--- config.mk ---
export PLATFORM = sky130hd
export DESIGN_NAME = obf_irq_arbiter
export DESIGN_NICKNAME = d
export VERILOG_FILES = /design/src/rtl/obf_irq_arbiter.sv
export SDC_FILE = /design/constraint.sdc
export NUM_CORES = 1
export LEC_CHECK = 0
export ABC_AREA = 1
export BUFFER_PORTS_ARGS = -buffer_cell sky130_fd_sc_hd__buf_2
export CORE_AREA = 5 5 42 44
export DETAILED_ROUTE_END_ITERATION = 6
export DIE_AREA = 0 0 47 49
export GPL_TIMING_DRIVEN = 0
export PLACE_DENSITY = 0.47
export SETUP_SLACK_MARGIN = 0.15
export SYNTH_ARGS = -nofsm -noshare
export SYNTH_HDL_FRONTEND = slang
export SYNTH_SLANG_ARGS = --single-unit
--- constraint.sdc ---
create_clock -name clk -period 0.8 [get_ports clk]
set_input_delay 0.16 -clock clk [delete_from_list [all_inputs] [get_ports clk]]
set_output_delay 0.16 -clock clk [all_outputs]
set_load 0.05 [all_outputs]
--- src/rtl/obf_irq_arbiter.sv ---
`timescale 1ns/1ps
module obf_irq_arbiter #(
  parameter int CFG_W       = 8,
  parameter int KIRQ_EN_BIT = 0,
  parameter int AIRQ_EN_BIT = 1,
  parameter int KDIS_BIT    = 4
) (
  input  logic             clk,
  input  logic             rst_n,
  input  logic             kbd_avail,
  input  logic             aux_avail,
  input  logic [CFG_W-1:0] cfg,
  input  logic             rd_strobe,
  output logic             stat_full,
  output logic             stat_aux,
  output logic             port_full,
  output logic             port_aux,
  output logic             kbd_irq,
  output logic             aux_irq,
  output logic             grant_kbd,
  output logic             grant_aux
);

  logic [1:0] pend;
  logic       aux_only;
  logic       full_q, aux_q, kirq_q, airq_q, gk_q, ga_q;

  assign pend     = {aux_avail, kbd_avail};
  assign aux_only = (pend == 2'b10);

  always_ff @(posedge clk) begin
    if (!rst_n) begin
      full_q <= 1'b0;
      aux_q  <= 1'b0;
      kirq_q <= 1'b0;
      airq_q <= 1'b0;
      gk_q   <= 1'b0;
      ga_q   <= 1'b0;
    end else begin
      full_q <= |pend;
      aux_q  <= aux_only;
      kirq_q <= pend[0] & cfg[KIRQ_EN_BIT] & ~cfg[KDIS_BIT];
      airq_q <= aux_only & cfg[AIRQ_EN_BIT];
      gk_q   <= rd_strobe & ~aux_only;
      ga_q   <= rd_strobe & aux_only;
    end
  end

  assign stat_full = full_q;
  assign port_full = full_q;
  assign stat_aux  = aux_q;
  assign port_aux  = aux_q;
  assign kbd_irq   = kirq_q;
  assign aux_irq   = airq_q;
  assign grant_kbd = gk_q;
  assign grant_aux = ga_q;

endmodule

== After elaboration in Yosys (flattened, before gate mapping) ==
Cells that the tools add are included.
W data, S select, Z words.

* Reduce and logical (&&, ||, !) cells: 1
* Equal/unequal tests: 1
* Bitwise operators: 7

{| class="wikitable"
|+ Operators by type and width
! operator !! number
|-
| $and A1 B1 Y1 || 5
|-
| $eq A2 B2 Y1 const B || 1
|-
| $not A1 Y1 || 2
|-
| $reduce_or A2 Y1 || 1
|}

* Bits in registers: 6
* Logic and storage cells: 15
* Input bits: 13

== Logic depth before layout (Yosys ltp) ==
* Depth after elaboration: 3
* Gate-level depth with buffers: 3

== Worst setup path after synthesis ==
No wires, ideal clock.

* Path type: register to output
* Start: register aux_q (netlist: port_aux)
* End: output port stat_aux
* Cell stages (with the launch flop): 2
* Arrival time: 894 ps
* Slack: -254 ps
* Path through: dfxtp_1 buf_4

{| class="wikitable"
|+ RTL lines
! item !! RTL line !! text
|-
| start: declaration || 26 || <nowiki>logic full_q, aux_q, kirq_q, airq_q, gk_q, ga_q;</nowiki>
|-
| start signal: assignment || 41 || <nowiki>aux_q <= aux_only;</nowiki>
|-
| end: declaration || 15 || <nowiki>output logic stat_aux,</nowiki>
|}

No word-level cell between the ends.

== Worst setup path in the final report ==
* Start: register full_q (netlist: port_full)
* End: output port stat_full

{| class="wikitable"
|+ RTL lines
! item !! RTL line !! text
|-
| start: declaration || 26 ||
|-
| start signal: assignment || 40 || <nowiki>full_q <= |pend;</nowiki>
|-
| end: declaration || 14 || <nowiki>output logic stat_full,</nowiki>
|}

No word-level cell between the ends.

==> run summary <==
most frequent cells in the layout - 7 x buf_8, 7 x buf_2, 5 x inv_1, 4 x nor2_1, 4 x dfxtp_2
CTS tree - done
fin worst setup slack - -194 ps
initial DRC count - 2
DIE AREA - 2300 µm²
Tightest Pin Transition - 147 ps
Vias/cell - 3.52
Peak Freq - 1010 MHz
Placed Instances - 54
dpl cell area - 325 µm²
first-pass GRT wire length - 786 µm
routed wire length - 489 µm
Leak - 0.212 nW
Mapped Nets - 36
hold depth - 3
number of global-route vias before repair - 192
Peak VDD IR - 0.794 mV
setup TNS - -888 ps
Filler Cells Inserted - 156
Detailed Place HPWL - 365 µm
PortBufs - 15
total CTS buffers - 3
Hold Fails Final Rpt - 0
fin area - 417 µm²
Syn Inst Count - 23
Cell variety after synth - 9
Initial Util - 14.5%
die width - 47 µm
Hold WC Path Type - primary input to flop
outcome - complete, but fails checks
# diodes - 0
hold_sp - cfg[1]
Post-CTS Hold Buffers - 0
Clk pin slew, worst setup/hold paths - 50 ps
Max Cap Viol - 0
clock sinks - 6
pin count of the biggest net entering global routing - 5
Tmin final - 994 ps
power per cell area - 1880 nW/µm²
NumNets Final - 56
critical path arrival - 830 ps
critical path cell sequence - buf_8, buf_6
IO Pins - 21
share of post-route cells with drive strength above 1 - 66.7%
CORE AREA - 1400 µm²
violated checks - negative setup slack
GP Congestion - 0.650
Setup crit start - port_full
area of the mapped netlist - 203 µm²
final hold slack - 135 ps
DR WL/cell - 8.43 µm
fin. max-slew vios - 0
Overall Global Routing Usage - 5.30%
Layout Cells excl Fill - 58
Yosys warnings - 0
grt ovf - 0
Slew HR - 90.3%
die height - 49 µm
Final ANT Viol Nets - 0
slowest CP cell - dfxtp_4
setup bufs post-CTS - 0
initial antenna violation count - 0
Tcrit/Tclk final - 124%
RSZ-0062 raised after global routing - yes
floorplan row count - 14
WP data required - 640 ps
H-tree Lvls - 1
crit path kind - flop to primary output
Area growth syn-to-layout - 106%
Mean Syn Cell Area - 8.81 µm²
worst-path maximum fanout - 2
drt drc - 0
Post-Route Utilization - 29.7%
Seq/Total Area, Yosys - 59.3%
Root Buffer - clkbuf_4
#FFs+latches synth - 6
detailed-router iteration count before antenna repair - 4
Hold Path Sink - aux_irq
Critical Path Sink Type - primary output
setup violators final - 8
CP startpoint kind - flop
Via Count - 204
CP max stage delay - 340 ps
CTS Buffer Depth - 2
==> area by class of cell <==
| class | instances | area (µm²) | share of cell area [%] |
|---|---|---|---|
| timing repair buffer | 15 | 140 | 33.6 |
| clock buffer | 4 | 26.3 | 6.31 |
| inverter | 5 | 18.8 | 4.50 |
| tap | 16 | 20.0 | 4.80 |
| buffer | 2 | 30.0 | 7.21 |
| sequential | 6 | 133 | 31.8 |
| multi-input combinational | 10 | 48.8 | 11.7 |
==> where the power goes <==
part,internal [W],switching [W],total [W]
registers,0.000311,0.00000927,0.000320
clock network,0.000189,0.000110,0.000299
logic,0.0000701,0.0000926,0.000163
==> cells in the mapped netlist, drive strengths merged <==
| cell | number | share of area, % |
|---|---|---|
| nand3 | 2 | 7.4 |
| buf | 2 | 7.4 |
| inv | 5 | 9.3 |
| nand2 | 2 | 3.7 |
| a21oi | 1 | 2.5 |
| nor2 | 5 | 10 |
| dfxtp | 6 | 59 |
==> state kept, by name, summed over array words and instances, names as in the netlist <==
register and cells:
port_aux 1, grant_kbd 1, aux_irq 1, grant_aux 1, kbd_irq 1, port_full 1
==> critical path, delay by kind of cell, from the launching register on <==
kind,cells,cell delay [ps]
flip-flops,1,340
buffers and inverters,2,250
==> per-layer routing <==
layer	up-vias	GRT usage [%]	routed length, µm	share of wire (%)
met3	0	5.90	111	23
met5	-	0	0	0
met1	82	5.78	172	35
li1	103	-	-	-
met4	0	2.76	0	0
met2	19	6.11	205	42
==> how the worst max path moves through the flow <==
stage	endpoint	slack (ps)
2_1_floorplan	stat_aux	50
3_3_place_gp	stat_full	-9
3_5_place_dp	stat_full	-10
4_1_cts	stat_aux	-200
5_1_grt	stat_aux	-230
6_report	stat_full	-190
==> logic make-up (layout without fill, tap and decap cells) <==
kind of cell,count (synthesis),in the layout,synth area share (%)
buf+inv,7,26,16.7
simple gates,9,9,21.6
compound gates,1,1,2.47
flops,6,6,59.3
==> metrics by stage <==
stage | total power, W | setup slack [ps]
CTS | 0.000794 | -203
global route | 0.000834 | -231
global placement | 0.000456 | -9.49
finish | 0.000782 | -194
floorplan | 0.000417 | 48.5
detailed placement | 0.000456 | -9.90
==> timing repair <==
item	CTS	global route
hold endpoints to repair	0	0
pin swaps	0	0
gates resized for setup	17	3
setup endpoints to repair	8	8
(Power assumes the default switching activity.)
